==> config.mk <==
export PLATFORM = sky130hd
export DESIGN_NAME = vsync_mode_recog
export DESIGN_NICKNAME = d
export VERILOG_FILES = /design/src/rtl/vmr_pkg.sv /design/src/rtl/vmr_win_counter.sv /design/src/rtl/vmr_mode_core.sv /design/src/rtl/vsync_mode_recog.sv
export SDC_FILE = /design/constraint.sdc
export NUM_CORES = 1
export LEC_CHECK = 0
export ABC_AREA = 1
export BUFFER_PORTS_ARGS = -buffer_cell sky130_fd_sc_hd__buf_4
export CAP_MARGIN = 30
export CORE_MARGIN = 1.5
export CORE_UTILIZATION = 59
export CTS_BUF_LIST = sky130_fd_sc_hd__clkbuf_8
export DETAILED_ROUTE_END_ITERATION = 10
export PLACE_DENSITY_LB_ADDON = 0.25
export SYNTH_ARGS = -nofsm -noshare
export SYNTH_HDL_FRONTEND = slang
export SYNTH_HIERARCHICAL = 1
export SYNTH_SLANG_ARGS = --single-unit
==> constraint.sdc <==
create_clock -name clk -period 1.5 [get_ports clk]
set_input_delay 0.225 -clock clk [delete_from_list [all_inputs] [get_ports clk]]
set_output_delay 0.225 -clock clk [all_outputs]
set_load 0.05 [all_outputs]
==> src/rtl/vmr_pkg.sv <==
package vmr_pkg;

    typedef enum logic {
        MODE_FREE = 1'b0,
        MODE_STD  = 1'b1
    } vmr_mode_e;

endpackage

==> src/rtl/vmr_win_counter.sv <==
module vmr_win_counter #(
    parameter int W = 4
) (
    input  logic         clk,
    input  logic         rst_n,
    input  logic         win,
    input  logic         pulse,
    input  logic         clr,
    output logic [W-1:0] cnt
);
    localparam logic [W-1:0] CNT_MAX = '1;

    logic [W-1:0] cnt_d, cnt_q;

    always_comb begin
        cnt_d = cnt_q;
        if (clr) begin
            cnt_d = '0;
        end else if (win && pulse && (cnt_q != CNT_MAX)) begin
            cnt_d = cnt_q + 1'b1;
        end
    end

    always_ff @(posedge clk or negedge rst_n) begin
        if (!rst_n) cnt_q <= '0;
        else        cnt_q <= cnt_d;
    end

    assign cnt = cnt_q;

    // a full counter stays full when another pulse arrives
    assert_no_overflow_R8: assert property (@(posedge clk) disable iff (!rst_n)
        (!clr && win && pulse && cnt_q == CNT_MAX) |=> (cnt_q == CNT_MAX));

    // the field boundary empties the counter
    assert_clear_on_field_R2: assert property (@(posedge clk) disable iff (!rst_n)
        clr |=> (cnt_q == '0));

endmodule

==> src/rtl/vmr_mode_core.sv <==
module vmr_mode_core
    import vmr_pkg::*;
#(
    parameter int LOCK_FIELDS = 7,
    parameter int MISS_LIMIT  = 7,
    parameter int EQ_MIN      = 9,
    parameter int NOISE_MIN   = 2,
    parameter int EQ_W        = 4,
    parameter int NOISE_W     = 2
) (
    input  logic               clk,
    input  logic               rst_n,
    input  logic               field_end,
    input  logic               coinc,
    input  logic               force_async,
    input  logic [EQ_W-1:0]    eq_cnt,
    input  logic [NOISE_W-1:0] noise_cnt,
    output logic               std_mode,
    output logic               mode_change
);
    localparam int RUN_W  = $clog2(LOCK_FIELDS + 1);
    localparam int MISS_W = $clog2(MISS_LIMIT + 1);
    localparam logic [RUN_W-1:0]   RUN_LAST  = RUN_W'(LOCK_FIELDS - 1);
    localparam logic [MISS_W-1:0]  MISS_LAST = MISS_W'(MISS_LIMIT - 1);
    localparam logic [EQ_W-1:0]    EQ_THR    = EQ_W'(EQ_MIN);
    localparam logic [NOISE_W-1:0] NOISE_THR = NOISE_W'(NOISE_MIN);

    typedef struct packed {
        vmr_mode_e         mode;
        logic [RUN_W-1:0]  run;
        logic [MISS_W-1:0] miss;
        logic              fast;
        logic              chg;
    } core_state_t;

    core_state_t s_d, s_q;
    logic        good;
    logic        noisy;

    always_comb begin
        good  = coinc && (eq_cnt >= EQ_THR);
        noisy = (noise_cnt >= NOISE_THR);
        s_d     = s_q;
        s_d.chg = 1'b0;
        if (field_end) begin
            if (force_async) begin
                s_d.mode = MODE_FREE;
                s_d.run  = '0;
                s_d.miss = '0;
                s_d.fast = 1'b0;
            end else if (s_q.mode == MODE_FREE) begin
                if (good && (s_q.fast || noisy)) begin
                    s_d.mode = MODE_STD;
                    s_d.run  = '0;
                    s_d.miss = '0;
                    s_d.fast = 1'b0;
                end else if (good) begin
                    if (s_q.run == RUN_LAST) begin
                        s_d.mode = MODE_STD;
                        s_d.run  = '0;
                        s_d.miss = '0;
                    end else begin
                        s_d.run = s_q.run + 1'b1;
                    end
                end else begin
                    s_d.run = '0;
                    if (noisy) s_d.fast = 1'b1;
                end
            end else begin
                if (good) begin
                    s_d.miss = '0;
                end else if (s_q.miss == MISS_LAST) begin
                    s_d.mode = MODE_FREE;
                    s_d.miss = '0;
                    s_d.run  = '0;
                    s_d.fast = 1'b0;
                end else begin
                    s_d.miss = s_q.miss + 1'b1;
                end
            end
            s_d.chg = (s_d.mode != s_q.mode);
        end
    end

    always_ff @(posedge clk or negedge rst_n) begin
        if (!rst_n) begin
            s_q <= '{mode: MODE_FREE, run: '0, miss: '0, fast: 1'b0, chg: 1'b0};
        end else begin
            s_q <= s_d;
        end
    end

    assign std_mode    = (s_q.mode == MODE_STD);
    assign mode_change = s_q.chg;

    // the mode moves only on a field boundary
    assert_mode_on_boundary_R9: assert property (@(posedge clk) disable iff (!rst_n)
        !field_end |=> $stable(s_q.mode));

    // the toggle strobe never lasts two cycles
    assert_strobe_single_R9: assert property (@(posedge clk) disable iff (!rst_n)
        mode_change |=> !mode_change);

    // forcing wins at the boundary
    assert_force_free_R7: assert property (@(posedge clk) disable iff (!rst_n)
        (field_end && force_async) |=> (s_q.mode == MODE_FREE));

    // a field without coincidence cannot lock a free block
    assert_no_lock_without_coinc_R3: assert property (@(posedge clk) disable iff (!rst_n)
        (field_end && !coinc && s_q.mode == MODE_FREE) |=> (s_q.mode == MODE_FREE));

    // a qualifying unforced field keeps the lock
    assert_good_keeps_lock_R4: assert property (@(posedge clk) disable iff (!rst_n)
        (field_end && !force_async && coinc && eq_cnt >= EQ_THR && s_q.mode == MODE_STD)
        |=> (s_q.mode == MODE_STD));

endmodule

==> src/rtl/vsync_mode_recog.sv <==
module vsync_mode_recog #(
    parameter int LOCK_FIELDS = 7,
    parameter int MISS_LIMIT  = 7,
    parameter int EQ_MIN      = 9,
    parameter int NOISE_MIN   = 2
) (
    input  logic clk,
    input  logic rst_n,
    input  logic field_end,
    input  logic coinc,
    input  logic eq_window,
    input  logic eq_pulse,
    input  logic scan_window,
    input  logic noise_pulse,
    input  logic force_async,
    output logic std_mode,
    output logic resync_req,
    output logic mode_change
);
    localparam int EQ_W    = $clog2(EQ_MIN + 1);
    localparam int NOISE_W = $clog2(NOISE_MIN + 1);

    logic [EQ_W-1:0]    eq_cnt;
    logic [NOISE_W-1:0] noise_cnt;

    vmr_win_counter #(.W(EQ_W)) u_eq_cnt (
        .clk   (clk),
        .rst_n (rst_n),
        .win   (eq_window),
        .pulse (eq_pulse),
        .clr   (field_end),
        .cnt   (eq_cnt)
    );

    vmr_win_counter #(.W(NOISE_W)) u_noise_cnt (
        .clk   (clk),
        .rst_n (rst_n),
        .win   (scan_window),
        .pulse (noise_pulse),
        .clr   (field_end),
        .cnt   (noise_cnt)
    );

    vmr_mode_core #(
        .LOCK_FIELDS (LOCK_FIELDS),
        .MISS_LIMIT  (MISS_LIMIT),
        .EQ_MIN      (EQ_MIN),
        .NOISE_MIN   (NOISE_MIN),
        .EQ_W        (EQ_W),
        .NOISE_W     (NOISE_W)
    ) u_core (
        .clk         (clk),
        .rst_n       (rst_n),
        .field_end   (field_end),
        .coinc       (coinc),
        .force_async (force_async),
        .eq_cnt      (eq_cnt),
        .noise_cnt   (noise_cnt),
        .std_mode    (std_mode),
        .mode_change (mode_change)
    );

    assign resync_req = !std_mode;

    // restart request and lock are never asserted together
    assert_resync_vs_lock_R10: assert property (@(posedge clk) disable iff (!rst_n)
        (resync_req != std_mode));

endmodule

Word level (Yosys, flattened, before mapping)
Index checks and enable logic that the tools add are counted.

word-level totals
  bits in registers = 15
  bits in latches = 0
  bits in writable memories = 0
  memory bits (read-only) = 0
  input port bits = 9
  word-level logic and storage cells = 60
  memories kept = 0

cells by class
  add/subtract/negate cells = 4
  $mul = 0
  div/mod/pow operators = 0
  $lt $le $gt $ge = 2
  equal/unequal tests = 11
  shifts and indexed selects = 0
  mux-type cells = 23
  bitwise operators = 0
  reduce and logical (&&, ||, !) cells = 13

operators by type and width
  cell                                                                      count
  8-bit 2-to-1 mux                                                          4
  3-bit 2-to-1 mux                                                          6
  4-bit 2-to-1 mux                                                          4
  4-bit inequality test (second input constant)                             4
  5-bit by 1-bit inequality test with 1-bit output (second input constant)  3
  1-bit 2-to-1 mux                                                          7
  3-bit by 1-bit adder with 3-bit output (second input constant)            2
  3-bit == test (second input constant)                                     2
  1-bit logical AND                                                         6
  3-bit AND reduction                                                       2
  5-bit AND reduction                                                       1
  4-bit by 1-bit adder with 4-bit output (second input constant)            1
  4-bit greater-or-equal comparator (second input constant)                 1
  2-bit 2-to-1 mux                                                          2
  2-bit nonzero test                                                        2
  2-bit by 1-bit adder with 2-bit output (second input constant)            1
  2-bit greater-or-equal comparator (second input constant)                 1
  2-bit inequality test (second input constant)                             1
  1-bit zero test                                                           1
  1-bit logical OR                                                          1
  1-bit inequality test                                                     1

Longest topological paths before layout
  depth in word-level cells = 9
  depth in mapped cells = 9
  gate-level depth less buffers = 9

Hierarchy
Netlist, hierarchy kept.

by module, submodules not included
  module                          times used  cells an instance  area an instance (sq um)  seq. area each (sq um)
  vmr_mode_core                   1           98                 634.4                     225.2
  vmr_win_counter at u_eq_cnt     1           31                 231.5                     100.1
  vmr_win_counter at u_noise_cnt  1           15                 116.4                     50.0
  vsync_mode_recog                1           1                  3.8                       0.0

Worst setup path before layout
No wires, ideal clock.

  kind = register -> register
  start point = register u_core.s_q (netlist bit u_core/std_mode)
  end point = register u_core/s_q[4] (netlist name)
  data arrival time = 1306 ps
  data required time = 1435 ps
  setup slack = 129 ps
  cell stages (with the launch flop) = 7
  buffers on the path = 0
  clock period less this slack = 1371 ps
  cells stage by stage = dfrtp_1 inv_2 nor2_4 nand2_1 nor3_2 nand3_1 nand2_1

between the ends
  word-level cells in the longest chain between the ends = 3

RTL lines
  element                   line                 source
  start: declaration        vmr_mode_core.sv:36  core_state_t s_d, s_q;
  start signal: assignment  vmr_mode_core.sv:87  s_q <= '{mode: MODE_FREE, run: '0, miss: '0, fast: 1'b0, chg: 1'b0};
  8-bit 2-to-1 mux          vmr_mode_core.sv:51  end else if (s_q.mode == MODE_FREE) begin
  8-bit 2-to-1 mux          vmr_mode_core.sv:46  if (force_async) begin
  8-bit 2-to-1 mux          vmr_mode_core.sv:45  if (field_end) begin

Parallel ways exist; a longest one is shown, timed or not. The select of a mux whose other input is x is not followed.
A chain may end at the register's enable or synchronous reset.

Worst setup path in the final report
  start point = register u_eq_cnt.cnt_q[0], in the netlist u_eq_cnt/cnt[0]
  end point = register u_core/s_q[1] (netlist name)

between the ends
  word-level cells in the longest chain between the ends = 7

RTL lines
  element                                line                   source
  start: declaration                     vmr_win_counter.sv:13  logic [W-1:0] cnt_d, cnt_q;
  start signal: assignment               vmr_win_counter.sv:26  else cnt_q <= cnt_d;
  4-bit greater-or-equal comparator (*)  vmr_mode_core.sv:41    good = coinc && (eq_cnt >= EQ_THR);
  1-bit logical AND (*)                  vmr_mode_core.sv:41
  1-bit logical AND                      vmr_mode_core.sv:52    if (good && (s_q.fast || noisy)) begin
  8-bit 2-to-1 mux                       vmr_mode_core.sv:52
  8-bit 2-to-1 mux                       vmr_mode_core.sv:51
  8-bit 2-to-1 mux                       vmr_mode_core.sv:46
  8-bit 2-to-1 mux                       vmr_mode_core.sv:45

Mark *: on every way between the ends. The rest lies on a longest branch, timed or not. The select of a mux whose other input is x is not followed.

==> metrics.md <==
| Metric | Value |
|---|---|
| Critical path buffer and inverter count | `0` |
| Status | `complete, no violations` |
| 1st-iter DRT viols | `31` |
| Die Span Y | `43.9 um` |
| Die Wd | `43.9 um` |
| P_leak | `0.640 nW` |
| DP Area | `1100 um^2` |
| Final wirelength | `2090 um` |
| Sinks on Clock Net | `15` |
| Yosys warnings | `6` |
| Tightest Hold Check Type | `input pin to flop` |
| Post-synth EDFFs | `0` |
| Diodes inserted | `0` |
| Grt ovf | `0` |
| Sequential element share of the synthesized area | `38.1%` |
| Critical path class | `flop to flop` |
| Post-synthesis register bit count | `15` |
| GP Congestion | `0.901` |
| CTS HTree Levels | `1` |
| Critical path's largest stage delay | `0.43 ns` |
| RSZ-0062 raised after global routing | `yes` |
| Post-synth top area share | `38.1%` |
| Post-Synthesis Cells | `145` |
| Crit Path Max Fanout | `6` |
| Port Buf Inserts | `11` |
| Worst Setup Start Kind | `flop` |
| Max frequency | `744 MHz` |
| Worst Skew | `0.000404 ns` |
| Clock Path Buffers | `2` |
| # IOs | `12` |
| Pwr/cell area | `737 nW/um^2` |
| CP startpoint | `u_eq_cnt/cnt[0]$_DFFE_PN0P_` |
| Slowest stage cell, crit path | `dfrtp_1` |
| Initial antenna violation count | `0` |
| Fin crit share | `89.6%` |
| Worst setup EP type | `flop` |
| Global-route wire length before repair | `3400 um` |
| WP data required | `1.63 ns` |
| Post-route ant nets | `0` |
| Mapped Area | `986 um^2` |
| Worst Slack Setup Final | `0.156 ns` |
| Skew-Pair Late Insertion Delay | `0.25 ns` |
| Min-delay src | `field_end` |
| Crit path top cell by count | `nand2_1` |
| Final instance area | `1160 um^2` |
| Top post-synthesis cells by count | `nand2_1 (46), nand3_1 (19), inv_1 (17), dfrtp_1 (15), nor2_1 (15)` |
| Drt pass-1 iters | `4` |
| Most common cell in the synthesized netlist | `nand2_1` |
| Slew @ Worst Pin | `0.294 ns` |
| Slew headroom | `80.4%` |
| Max Cap Viol | `0` |
| Post-synth ARST share | `100%` |
| DP Worst Slack | `0.174 ns` |
| Area leader, netlist | `dfrtp_1` |
| Fill cells | `122` |
| Die area | `1930 um^2` |
| VDD IR-drop max | `0.738 mV` |
| Worst-path clk slew | `0.06 ns` |
| Top cells by area, synth | `dfrtp_1 (38%), nand2_1 (18%), nand3_1 (9.6%)` |
| Post-synth net total | `156` |
| Root buffer cell | `clkbuf_8` |
| Finish-stage setup viols | `0` |
| All-Layer GR Usage | `24.4%` |
| Vias | `973` |
| Area Overhead vs Synth | `17.5%` |
| Min Hold Slack | `0.293 ns` |
| Fin. Hold Viols | `0` |
| Mapped Avg Cell Area | `6.80 um^2` |
| CTS tree | `yes` |
| Final net count | `174` |
| Vias in the first global route | `874` |
| Pin count of the biggest net entering global routing | `16` |
| Num CTS Buffers | `3` |
| Starting Density | `64.0%` |
| Core area | `1540 um^2` |
| Row count | `14` |
| Layout cells sized above 1 | `21.0%` |
| Final min period | `1.34 ns` |
| Vias per cell | `5.47` |
| DR WL/cell | `11.8 um` |
| Yosys cell types | `21` |
| Post-CTS setup buffers | `0` |
| Post-DP HPWL | `1560 um` |
| Worst-path cell chain | `nor2_1 > nand2_1 > nand2_2 > nand2_2 > nand2_1 > nand3_1 > nand2_1 > o21ai_1` |
| Slew Viols, Final | `0` |
| Delay-heaviest family, CP | `simple AND/OR/NAND/NOR gates` |
| Worst r2r src | `u_eq_cnt/cnt[0]$_DFFE_PN0P_` |
| DRC viols | `0` |
| Ys flop type | `dfrtp_1` |
| WP data arrival | `1.48 ns` |
==> per-layer routing <==
layer  up-vias  GRT usage (%)  part of all wire (%)  wire (um)
li1        492              -                     -          -
met1       439           28.7                    43        902
met2        36           41.2                    49       1030
met3         6           6.67                   6.2        130
met4         0           10.9                   1.5         32
met5         -              0                     0          0
==> flip-flops by register name, indices dropped and copies added, names as in the netlist <==
name and count:
u_noise_cnt/cnt 2, u_core/mode_change 1, u_eq_cnt/cnt 4, u_core/s_q 7, u_core/std_mode 1
==> timing repair <==
item,in CTS,in global routing
gates resized for setup,0,1
hold endpoints to repair,15,0
hold buffers,1,0
setup endpoints to repair,0,2
==> power by group <==
part | total [W] | internal (W) | switching (W) | leakage, nW
Clock | 0.000318 | 0.000181 | 0.000137 | 0.0269
Sequential | 0.000428 | 0.000416 | 0.0000118 | 0.205
Combinational | 0.000108 | 0.0000410 | 0.0000666 | 0.409
==> per-stage QoR <==
| step | instances | utilization (%) | setup TNS [ns] | power [W] |
|---|---|---|---|---|
| 6_report | 178 | 75.2 | 0 | 0.000854 |
| 3_3_place_gp | 173 | 71.1 | 0 | 0.000532 |
| 2_1_floorplan | 145 | - | 0 | 0.000492 |
| 5_1_grt | 178 | 75.2 | -0.00506 | 0.000893 |
| 4_1_cts | 178 | 74.7 | 0 | 0.000860 |
| 3_5_place_dp | 173 | 71.1 | 0 | 0.000538 |
==> cells in the final DEF, fill, tap and decap left out <==
cell type and n:
nand2_1 46, nand3_1 19, inv_1 18, nor2_1 15, dfrtp_1 15, buf_4 12
inv_2 5, nand4_1 4, clkbuf_8 3, nor2_2 3, a21oi_1 3, nand2_2 2
nor2_4 2, or2_2 2, nor3_1 2, ha_1 2, dlygate4sd3_1 1, nand3_2 1
a21oi_2 1, o21ai_2 1, a21oi_4 1, or2_0 1, nor3_2 1, o21ai_1 1
o21ai_0 1
==> layout make-up <==
cell class	instances	area, um^2	area share [%]
clock buffer	3	41.3	3.56
timing repair buffer	13	100	8.64
multi-input combinational	108	536	46.2
sequential	15	375	32.4
clock inverter	1	3.75	0.324
tap	16	20.0	1.73
inverter	22	82.6	7.13
==> cell families (layout without fill, tap and decap cells) <==
family	Yosys count	count (layout)	synth area share, %
flip-flops	15	15	38.1
AO/OA/AOI/OAI	8	8	5.20
buffers and inverters	22	39	8.38
adder cells (fa/ha/maj)	2	2	2.54
AND/OR/NAND/NOR	98	98	45.8
==> worst register-to-register path, stage by stage (launching register included) <==
cell	delay, ns
dfrtp_1	0.43
nor2_1	0.12
nand2_1	0.11
nand2_2	0.14
nand2_2	0.09
nand2_1	0.12
nand3_1	0.10
nand2_1	0.06
o21ai_1	0.06
==> final timing paths <==
| check | end | slack [ns] | depth (start not counted) |
|---|---|---|---|
| worst max-delay path | u_core/s_q[1]$_DFFE_PN0P_ | 0.16 | 8 |
| worst min-delay path | u_core/std_mode$_DFFE_PN0P_ | 0.29 | 3 |
| worst max register to register | u_core/s_q[1]$_DFFE_PN0P_ | 0.16 | 8 |
| worst min register to register | u_core/s_q[4]$_DFFE_PN0P_ | 0.51 | 2 |
| max in group asynchronous | u_core/s_q[7]$_DFFE_PN0P_ | 0.96 | 2 |
| min in group asynchronous | u_core/s_q[5]$_DFFE_PN0P_ | 0.37 | 2 |
Power figures use the tool's default switching activity.
